[src/rtl/intr_pkg.sv]
package intr_pkg;
  localparam int unsigned LVL_W    = 5;
  localparam int unsigned NUM_HW   = 4;
  localparam int unsigned SRCS     = 32;
  localparam int unsigned VEC_W    = 16;
  localparam int unsigned SW_W     = 16;
  localparam int unsigned SRC_W    = $clog2(SRCS);
  localparam int unsigned HW_IDX_W = $clog2(NUM_HW);

  localparam logic [LVL_W-1:0] LVL_HALT    = 5'h1F;
  localparam logic [LVL_W-1:0] LVL_MERR    = 5'h1D;
  localparam logic [LVL_W-1:0] LVL_HW_BASE = 5'h14;

  // index of the lowest set bit of a request word, 0 when empty
  function automatic logic [SRC_W-1:0] lowest_src(input logic [SRCS-1:0] w);
    lowest_src = '0;
    for (int i = SRCS - 1; i >= 0; i--) begin
      if (w[i]) lowest_src = SRC_W'(i);
    end
  endfunction

  // highest software bit strictly above ipl, 0 when none or ipl too high
  function automatic logic [LVL_W-1:0] sw_pick(input logic [LVL_W-1:0] ipl,
                                               input logic [SW_W-1:0] sum);
    sw_pick = '0;
    if (int'(ipl) < int'(SW_W) - 1) begin
      for (int i = 0; i < int'(SW_W); i++) begin
        if (sum[i] && (i > int'(ipl))) sw_pick = LVL_W'(i);
      end
    end
  endfunction
endpackage

[src/rtl/intr_req_bank.sv]
module intr_req_bank
  import intr_pkg::*;
#(
  parameter int unsigned BANK_SRCS = SRCS
) (
  input  logic                 clk,
  input  logic                 rst_n,
  input  logic [BANK_SRCS-1:0] set_pulse,
  input  logic                 ack_hit,
  output logic [SRC_W-1:0]     low_idx,
  output logic                 any
);
  logic [BANK_SRCS-1:0] pend;
  logic [BANK_SRCS-1:0] clr_mask;

  assign any      = |pend;
  assign low_idx  = lowest_src(pend);
  assign clr_mask = (ack_hit && any) ? (BANK_SRCS'(1) << low_idx) : '0;

  always_ff @(posedge clk) begin
    if (!rst_n) pend <= '0;
    else        pend <= (pend & ~clr_mask) | set_pulse;
  end

  assert_set_wins_R9: assert property (@(posedge clk) disable iff (!rst_n)
    (set_pulse != '0) |=> ((pend & $past(set_pulse)) == $past(set_pulse)));

  assert_ack_clears_one_R7: assert property (@(posedge clk) disable iff (!rst_n)
    (ack_hit && any && set_pulse == '0) |=>
      ($countones(pend) + 1 == $countones($past(pend))));

  assert_empty_ack_stable_R8: assert property (@(posedge clk) disable iff (!rst_n)
    (ack_hit && !any && set_pulse == '0) |=> $stable(pend));
endmodule

[src/rtl/intr_vec_table.sv]
module intr_vec_table
  import intr_pkg::*;
#(
  parameter int unsigned TBL_LVLS = NUM_HW,
  parameter int unsigned TBL_SRCS = SRCS,
  parameter int unsigned TBL_W    = VEC_W
) (
  input  logic                clk,
  input  logic                rst_n,
  input  logic                we,
  input  logic [HW_IDX_W-1:0] wlvl,
  input  logic [SRC_W-1:0]    wsrc,
  input  logic [TBL_W-1:0]    wdata,
  input  logic [HW_IDX_W-1:0] rlvl,
  input  logic [SRC_W-1:0]    rsrc,
  output logic [TBL_W-1:0]    rdata
);
  localparam int unsigned DEPTH = TBL_LVLS * TBL_SRCS;

  logic [TBL_W-1:0] mem [DEPTH];

  always_ff @(posedge clk) begin
    if (!rst_n) begin
      for (int i = 0; i < int'(DEPTH); i++) mem[i] <= '0;
    end else if (we) begin
      mem[{wlvl, wsrc}] <= wdata;
    end
  end

  assign rdata = mem[{rlvl, rsrc}];

  assert_write_lands_R10: assert property (@(posedge clk) disable iff (!rst_n)
    we |=> (mem[$past({wlvl, wsrc})] == $past(wdata)));
endmodule

[src/rtl/intr_arbiter.sv]
module intr_arbiter
  import intr_pkg::*;
#(
  parameter int unsigned ARB_HW = NUM_HW
) (
  input  logic [LVL_W-1:0]  ipl,
  input  logic              halt,
  input  logic              merr,
  input  logic [ARB_HW-1:0] busy,
  input  logic [SW_W-1:0]   sw_sum,
  output logic [LVL_W-1:0]  win
);
  logic             done;
  logic [LVL_W-1:0] lvl;

  always_comb begin
    win  = '0;
    done = 1'b0;
    lvl  = '0;
    if (halt) begin
      win = LVL_HALT;
    end else if (merr && (ipl < LVL_MERR)) begin
      win = LVL_MERR;
    end else begin
      for (int k = int'(ARB_HW) - 1; k >= 0; k--) begin
        lvl = LVL_HW_BASE + LVL_W'(k);
        if (!done) begin
          if (lvl <= ipl) begin
            done = 1'b1;
          end else if (busy[k]) begin
            win  = lvl;
            done = 1'b1;
          end
        end
      end
      if (!done) win = sw_pick(ipl, sw_sum);
    end
  end
endmodule

[src/rtl/intr_prio_eval.sv]
module intr_prio_eval
  import intr_pkg::*;
(
  input  logic                     clk,
  input  logic                     rst_n,
  input  logic [LVL_W-1:0]         cur_ipl,
  input  logic                     halt_pin,
  input  logic                     mem_err,
  input  logic [SW_W-1:0]          sw_summary,
  input  logic [NUM_HW*SRCS-1:0]   req_set,
  input  logic                     vec_we,
  input  logic [HW_IDX_W-1:0]      vec_lvl,
  input  logic [SRC_W-1:0]         vec_src,
  input  logic [VEC_W-1:0]         vec_wdata,
  input  logic                     ack_valid,
  input  logic [HW_IDX_W-1:0]      ack_lvl,
  output logic [LVL_W-1:0]         win_level,
  output logic                     ack_ready,
  output logic [VEC_W-1:0]         ack_vector
);
  logic [NUM_HW-1:0] lvl_busy;
  logic [NUM_HW-1:0] ack_hit;
  logic [SRC_W-1:0]  low_idx_w [NUM_HW];
  logic              sel_any;
  logic [SRC_W-1:0]  sel_idx;
  logic [VEC_W-1:0]  sel_vec;

  for (genvar k = 0; k < int'(NUM_HW); k++) begin : g_lvl
    assign ack_hit[k] = ack_valid && (ack_lvl == HW_IDX_W'(k));
    intr_req_bank #(.BANK_SRCS(SRCS)) u_bank (
      .clk      (clk),
      .rst_n    (rst_n),
      .set_pulse(req_set[k*SRCS +: SRCS]),
      .ack_hit  (ack_hit[k]),
      .low_idx  (low_idx_w[k]),
      .any      (lvl_busy[k])
    );
  end

  assign sel_any = lvl_busy[ack_lvl];
  assign sel_idx = low_idx_w[ack_lvl];

  intr_vec_table #(.TBL_LVLS(NUM_HW), .TBL_SRCS(SRCS), .TBL_W(VEC_W)) u_vtab (
    .clk  (clk),
    .rst_n(rst_n),
    .we   (vec_we),
    .wlvl (vec_lvl),
    .wsrc (vec_src),
    .wdata(vec_wdata),
    .rlvl (ack_lvl),
    .rsrc (sel_idx),
    .rdata(sel_vec)
  );

  intr_arbiter #(.ARB_HW(NUM_HW)) u_arb (
    .ipl   (cur_ipl),
    .halt  (halt_pin),
    .merr  (mem_err),
    .busy  (lvl_busy),
    .sw_sum(sw_summary),
    .win   (win_level)
  );

  always_ff @(posedge clk) begin
    if (!rst_n) begin
      ack_ready  <= 1'b0;
      ack_vector <= '0;
    end else begin
      ack_ready  <= ack_valid;
      ack_vector <= (ack_valid && sel_any) ? sel_vec : '0;
    end
  end

  assert_halt_wins_R1: assert property (@(posedge clk) disable iff (!rst_n)
    halt_pin |-> (win_level == LVL_HALT));

  assert_merr_gate_R2: assert property (@(posedge clk) disable iff (!rst_n)
    (!halt_pin && mem_err && (cur_ipl < LVL_MERR)) |-> (win_level == LVL_MERR));

  assert_above_ipl_R3: assert property (@(posedge clk) disable iff (!rst_n)
    (!halt_pin && (win_level != '0)) |-> (win_level > cur_ipl));

  assert_sw_cut_R4: assert property (@(posedge clk) disable iff (!rst_n)
    (!halt_pin && !mem_err && (lvl_busy == '0) && (cur_ipl >= LVL_W'(SW_W - 1)))
      |-> (win_level == '0));

  assert_ack_follows_R7: assert property (@(posedge clk) disable iff (!rst_n)
    ack_valid |=> ack_ready);

  assert_empty_vec_zero_R8: assert property (@(posedge clk) disable iff (!rst_n)
    (ack_valid && !sel_any) |=> (ack_vector == '0));
endmodule

[config.mk]
export PLATFORM = sky130hd
export DESIGN_NAME = intr_prio_eval
export DESIGN_NICKNAME = d
export VERILOG_FILES = /design/src/rtl/intr_pkg.sv /design/src/rtl/intr_req_bank.sv /design/src/rtl/intr_vec_table.sv /design/src/rtl/intr_arbiter.sv /design/src/rtl/intr_prio_eval.sv
export SDC_FILE = /design/constraint.sdc
export NUM_CORES = 2
export LEC_CHECK = 0
export ABC_AREA = 1
export BUFFER_PORTS_ARGS = -buffer_cell sky130_fd_sc_hd__clkbuf_2
export CAP_MARGIN = 20
export CORE_UTILIZATION = 30
export CTS_BUF_LIST = sky130_fd_sc_hd__clkbuf_8
export CTS_CLUSTER_SIZE = 14
export DETAILED_ROUTE_END_ITERATION = 8
export PLACE_DENSITY = 0.43
export SLEW_MARGIN = 5
export SYNTH_ARGS = -nofsm -noshare
export SYNTH_HDL_FRONTEND = slang
export SYNTH_SLANG_ARGS = --single-unit
[constraint.sdc]
create_clock -name clk -period 7.6 [get_ports clk]
set_clock_uncertainty 0.05 [all_clocks]
set_input_delay 1.14 -clock clk [delete_from_list [all_inputs] [get_ports clk]]
set_output_delay 1.14 -clock clk [all_outputs]
set_load 0.02 [all_outputs]
# [Word-level counts from Yosys, hierarchy flattened]
# Memories as Yosys holds them, arrays and structs flattened. A register that Yosys moved wholly into a read port is not among the register bits.
# Index checks and enable logic that the tools add are counted.
[word_totals] reg_bits=129 ram_bits=2048 input_bits=180 output_inout_bits=22 elab_cells=275 memories=1
[memory_table] name="u_vtab.mem" depth=128 width=16 rd=1 rd_clocked_by_memory_dff=1 wr=128 line_no="intr_vec_table.sv:20" rtl="logic [TBL_W-1:0] mem [DEPTH];"
[op_classes] order_cmp=23 eq_ne=3 shift=4 n_mux=193 bitwise=13 n_reduce_logical=33
[ops] cell="2-to-1 mux 5 bit" n=145
[ops] cell="bitwise AND 32 bit" n=4
[ops] cell="2-to-1 mux 32 bit" n=4
[ops] cell="inverter 32 bit" n=4
[ops] cell="bitwise OR 32 bit" n=4
[ops] cell="OR reduction 32 bit" n=4
[ops] cell="<< shifter 1 x 5 -> 32 bit, first input constant" n=4
[ops] cell="greater-than comparator 4 x 5 -> 1 bit, first input constant" n=8
[ops] cell="2-to-1 mux 4 bit" n=8
[ops] cell="2-to-1 mux 1 bit" n=26
[ops] cell="logical AND 1 bit" n=25
[ops] cell="greater-than comparator 3 x 5 -> 1 bit, first input constant" n=4
[ops] cell="<= comparator 5 bit, first input constant" n=4
[ops] cell="2-to-1 mux 16 bit" n=1
[ops] cell="OR reduction 16 bit" n=1
[ops] cell="2-to-1 mux 3 bit" n=4
[ops] cell="binary-select mux 5 bit (select 2 bit)" n=1
[ops] cell="greater-than comparator 2 x 5 -> 1 bit, first input constant" n=2
[ops] cell="2-to-1 mux 7 bit" n=1
[ops] cell="greater-than comparator 1 x 5 -> 1 bit, first input constant" n=1
[ops] cell="less-than comparator 5 x 4 -> 1 bit, second input constant" n=1
[ops] cell="less-than comparator 5 bit, second input constant" n=1
[ops] cell="equality test 2 bit, second input constant" n=2
[ops] cell="2-to-1 mux 2 bit" n=2
[ops] cell="8 further kinds" n=8

# [Longest topological paths before layout]
[logic_depth] word_depth=37 mapped_depth=48 mapped_depth_nobuf=46

# [Cells and area by module]
# A second synthesis with hierarchy kept.
[hier_totals] hier_cells=10660 area_unflattened_um2=100211.1
[modules_own_cells] mod="intr_vec_table" n_inst=1 cells_each=9330 area_each_um2=91545.3 seq_area_each_um2=61499.0
[modules_own_cells] mod="intr_req_bank" n_inst=4 cells_each=283 area_each_um2=1859.3 seq_area_each_um2=640.6
[modules_own_cells] mod="intr_prio_eval" n_inst=1 cells_each=94 area_each_um2=723.2 seq_area_each_um2=340.3
[modules_own_cells] mod="intr_arbiter" n_inst=1 cells_each=104 area_each_um2=505.5 seq_area_each_um2=0.0

# [Least setup slack after synthesis]
# OpenSTA, ideal clock, no wires.
[synth_timing] path_kind="input -> output" from="input cur_ipl[4]" to="output win_level[0]" arrival_ns=2.887 t_required_ns=6.410 setup_slack_ns=3.523 path_stages=15 n_path_buf=0 path_cell_list="nor2_1 inv_1 nor2_1 inv_1 nor3_1 a21oi_1 o21ai_0 nand2_1 a21boi_0 o21ai_0 nand2_1 nand2_1 nand2_1 a21oi_1 o21ai_0"
[synth_between] elab_chain_cells=21 elab_cells_between_ends=81 classes_between="order compare (21); mux (44); reduce/logical (16)"
[synth_rtl] element="start: declaration" line_no="intr_prio_eval.sv:6" rtl="input logic [LVL_W-1:0] cur_ipl,"
[synth_rtl] element="greater-than comparator 1 x 5 -> 1 bit" line_no="intr_pkg.sv:28" rtl="if (sum[i] && (i > int'(ipl))) sw_pick = LVL_W'(i);"
[synth_rtl] element="logical AND 1 bit" line_no="intr_pkg.sv:28"
[synth_rtl] element="2-to-1 mux 1 bit" line_no="intr_pkg.sv:28"
[synth_rtl] element="2-to-1 mux 2 bit (2 in series)" line_no="intr_pkg.sv:28"
[synth_rtl] element="2-to-1 mux 3 bit (4 in series)" line_no="intr_pkg.sv:28"
[synth_rtl] element="2-to-1 mux 4 bit (8 in series)" line_no="intr_pkg.sv:28"
[synth_rtl] element="2-to-1 mux 5 bit" line_no="intr_pkg.sv:26" rtl="if (int'(ipl) < int'(SW_W) - 1) begin"
[synth_rtl] element="2-to-1 mux 5 bit" line_no="intr_arbiter.sv:36" rtl="if (!done) win = sw_pick(ipl, sw_sum);"
[synth_rtl] element="2-to-1 mux 5 bit *" line_no="intr_arbiter.sv:22" rtl="end else if (merr && (ipl < LVL_MERR)) begin"
[synth_rtl] element="2-to-1 mux 5 bit *" line_no="intr_arbiter.sv:20" rtl="if (halt) begin"
[synth_rtl] element="end: declaration" line_no="intr_prio_eval.sv:17" rtl="output logic [LVL_W-1:0] win_level,"
# Every way passes the cells marked *; elsewhere a longest branch is shown, timed or not. The select of a mux whose other input is x is not followed.

# [Worst setup path in the final report]
[layout_timing] from="register g_lvl[0].u_bank.pend[30]" to="register ack_vector[15], read port of u_vtab.mem"
[layout_between] elab_chain_cells=34 elab_cells_between_ends=40 classes_between="mux (36); reduce/logical (4)"
[layout_rtl] element="start: declaration" line_no="intr_req_bank.sv:13" rtl="logic [BANK_SRCS-1:0] pend;"
[layout_rtl] element="start signal: assignment" line_no="intr_req_bank.sv:22" rtl="else pend <= (pend & ~clr_mask) | set_pulse;"
[layout_rtl] element="2-to-1 mux 5 bit (31 in series)" line_no="intr_pkg.sv:18" rtl="if (w[i]) lowest_src = SRC_W'(i);"
[layout_rtl] element="binary-select mux 5 bit (select 2 bit)" line_no="intr_prio_eval.sv:41" rtl="assign sel_idx = low_idx_w[ack_lvl];"
[layout_rtl] element="2-to-1 mux 5 bit (implied by the code) (2 in series)" line_no="intr_prio_eval.sv:41"
[layout_rtl] element="end: declaration" line_no="intr_prio_eval.sv:19" rtl="output logic [VEC_W-1:0] ack_vector"
# Several ways; a longest one is shown, not always the timed one. The select of a mux whose other input is x is not followed.
# A chain may end at the register's enable or synchronous reset.

==> run metrics <==
Via Count=a little over 80000; P_leak=0.05169 uW; first drt pass iteration count=6; Die X=595.8 um; H-tree Lvls=5; # Max-Cap Violations=0; layout cells sized above 1=0.06843; Critical Path RT=between 8000 and 9000 ps; core region area=0.3502 mm^2; Hold-fix buffers, CTS=0; largest net degree at the start of global routing=between 100 and 150; drt wl/cell=~22 um; IO buf count=200; Synth Warn #=0; arrival time worst endpoint=6560 ps; fin nets=12190; DRC=0; starting density of the core=0.3021; Routed Antenna Nets=0; Post-CTS Setup Inserts=0; CP Buf/Inv Count=3; Clock Sink Count=roughly 2200; CTS root buffer=clkbuf_8; syn_nets=12300; I/O Pins=~200; cts repair resizes=0; fillers=36590; outcome=completed; die height=around 600 um; first-pass GRT wire length=about 530 mm; grt ovf=0; Tmin final=~5600 ps; RSZ-0062 raised after global routing=no; initial antenna violation count=10; drt via density=4.768; Hold Path Class=in -> reg; largest fanout on the critical path=between 100 and 150; fin worst setup slack=roughly 2000 ps; area of the mapped netlist=0.1058 mm^2; post-route clock period utilization=0.7421; CTS tree=yes; vias in the first global route=between 70000 and 80000; Synth top area share=0.5813; CTS Buffer Depth=4; Distinct cells, synth=38; Hold Violations, Final=0; initial drt markers=7417; FP Rows=about 220; Setup-failing EPs final=0; Area contributors post-synth=edfxtp_1 (58%), nand2_1 (9.5%), nand3_1 (8.0%), nor2_1 (7.8%), inv_1 (6.7%); Reg clk slew, reported paths=roughly 60 ps; Crit path top cell by count=nand2_1; Skew-Pair Late Insertion Delay=approximately 1100 ps; area leader, netlist=edfxtp_1; Setup WS pre-CTS=1812 ps; Fmax achieved=177.3 MHz; flops & latches, synth=~2200; final wirelength=366.3 mm; cells after synthesis=roughly 12000; global placer's final weighted congestion=about 0.88; TritonCTS Buffers=between 400 and 500; CP peak stage delay=between 600 and 700 ps; Die ar.=about 0.36 mm^2; startpoint types=flop; CP Capture Type=flop; GRT Resource Usage Total=0.2005; peak supply drop=roughly 0.14 mV; max_slew headroom=0.1903; Slowest-stage cell, CP=nand2_8; Power Dens Cells=248.7 mW/mm^2; setup_tns=0 ps; Tightest Pin Transition=1210 ps; crit path kind=reg -> reg; CP delay by family, top=simple AND/OR/NAND/NOR gates; DP HPWL=about 210 mm; Seq/Total Area, Yosys=0.6087; Mean Syn Cell Area=between 8 and 9 um^2; area delta synth->final=11.01%; fin. max-slew vios=0
[through the flow]
stage / utilization / cells / power, uW / hold slack [ps] / instance area [um^2]
finish: 0.3353 / 16920 / 29200 / 213.4 / 117400
global route: 0.3353 / 16920 / 30430 / 157.1 / 117400
CTS: 0.3353 / 16920 / 29500 / 51.46 / 117400
floorplan: - / 12120 / 17100 / 399.6 / 105800
detailed placement: 0.3148 / 16210 / 18960 / 420.6 / 110300
global placement: 0.3148 / 16210 / 18930 / 418.0 / 110300
[cell families (layout without fill, tap and decap cells)]
group                  Yosys count  after routing  synth area share
AO/OA/AOI/OAI                  553            553           0.03028
other                            0              3                 0
AND/OR/NAND/NOR               6636           6636            0.2565
flip-flops                    2193           2193            0.6087
buffers and inverters         2735           2938            0.1045
[worst min-delay path: stages]
cell	delay (ps)
clkbuf_2	80
inv_1	40
a21oi_1	50
[per-layer routing]
| metal | routed length, um | track usage | share of wire | up-vias |
|---|---|---|---|---|
| li1 | - | - | - | 38400 |
| met1 | 162000 | 0.2725 | 0.44 | 39150 |
| met2 | 170400 | 0.3287 | 0.47 | 2539 |
| met3 | 20750 | 0.02481 | 0.057 | 599 |
| met4 | 13170 | 0.07062 | 0.036 | 2 |
| met5 | 13 | 0 | 0.000035 | - |
[area by class of cell]
cell class	instances	area (um^2)	share of cell area
antenna	3	7.507	0.00006392
inverter	1889	7231	0.06157
timing repair buffer	336	2407	0.02050
clock buffer	423	5822	0.04957
clock inverter	290	1358	0.01156
multi-input combinational	7189	30460	0.2594
tap	4599	5754	0.04900
sequential	2193	64400	0.5484
[where the power goes]
part | internal, uW | leakage [uW] | switching, uW
Sequential | 13800 | 0.0207 | 197
Clock | 5300 | 0.00429 | 5210
Combinational | 1130 | 0.0267 | 3560
Total | 20200 | 0.0517 | 8970
[path summary, 6_finish.rpt]
kind | from | endpoint | slack (ps) | depth (start not counted)
max | g_lvl[0].u_bank.pend[30] | ack_vector[15] | 1960 | 47
min | req_set[14] | g_lvl[0].u_bank.pend[14] | 210 | 3
max reg2reg | g_lvl[0].u_bank.pend[30] | ack_vector[15] | 1960 | 47
min reg2reg | g_lvl[2].u_bank.pend[23] | g_lvl[2].u_bank.pend[23] | 430 | 2
[cell usage after synthesis (all sizes together)]
library cell	count
a21oi	194
buf	264
o211ai	142
a31oi	4
nand2	2689
o21a	1
a311oi	4
or2	3
clkinv	9
clkbuf	582
a211oi	1
a21boi	1
nor2	2209
nand3	1682
o21bai	2
inv	1880
nand4	3
dfxtp	145
a221oi	3
a22o	2
nor4	22
nor3	25
a211o	1
nor3b	1
edfxtp	2048
nand3b	1
o31ai	5
and2	1
o21ai	193
[placed cells by master, fill, tap and decap left out, types with 3 or more instances in the layout]
cell type and count:
clkbuf_2 199, a31oi_1 4, inv_1 2030, a221oi_4 3, inv_8 20, o31ai_1 5
a311oi_1 4, nand3_1 1682, bufinv_16 6, o21ai_0 165, o211ai_1 142, buf_4 106
dfxtp_1 145, nor2_1 2205, nand4_1 3, clkinv_2 20, nor4_2 8, nor3_1 23
nor4_1 14, a21oi_1 194, clkinv_1 86, nor2_2 3, inv_6 4, edfxtp_1 2048
or2_2 3, clkinvlp_4 7, buf_12 30, nand2_1 2688, clkbuf_8 423, diode_2 3
o21ai_1 28
[flip-flops by register name, indices dropped and copies added (netlist names)]
signal	flops
ack_vector	16
ack_ready	1
g_lvl.u_bank.pend	128
u_vtab.mem	2048
Power figures use the tool's default switching activity.
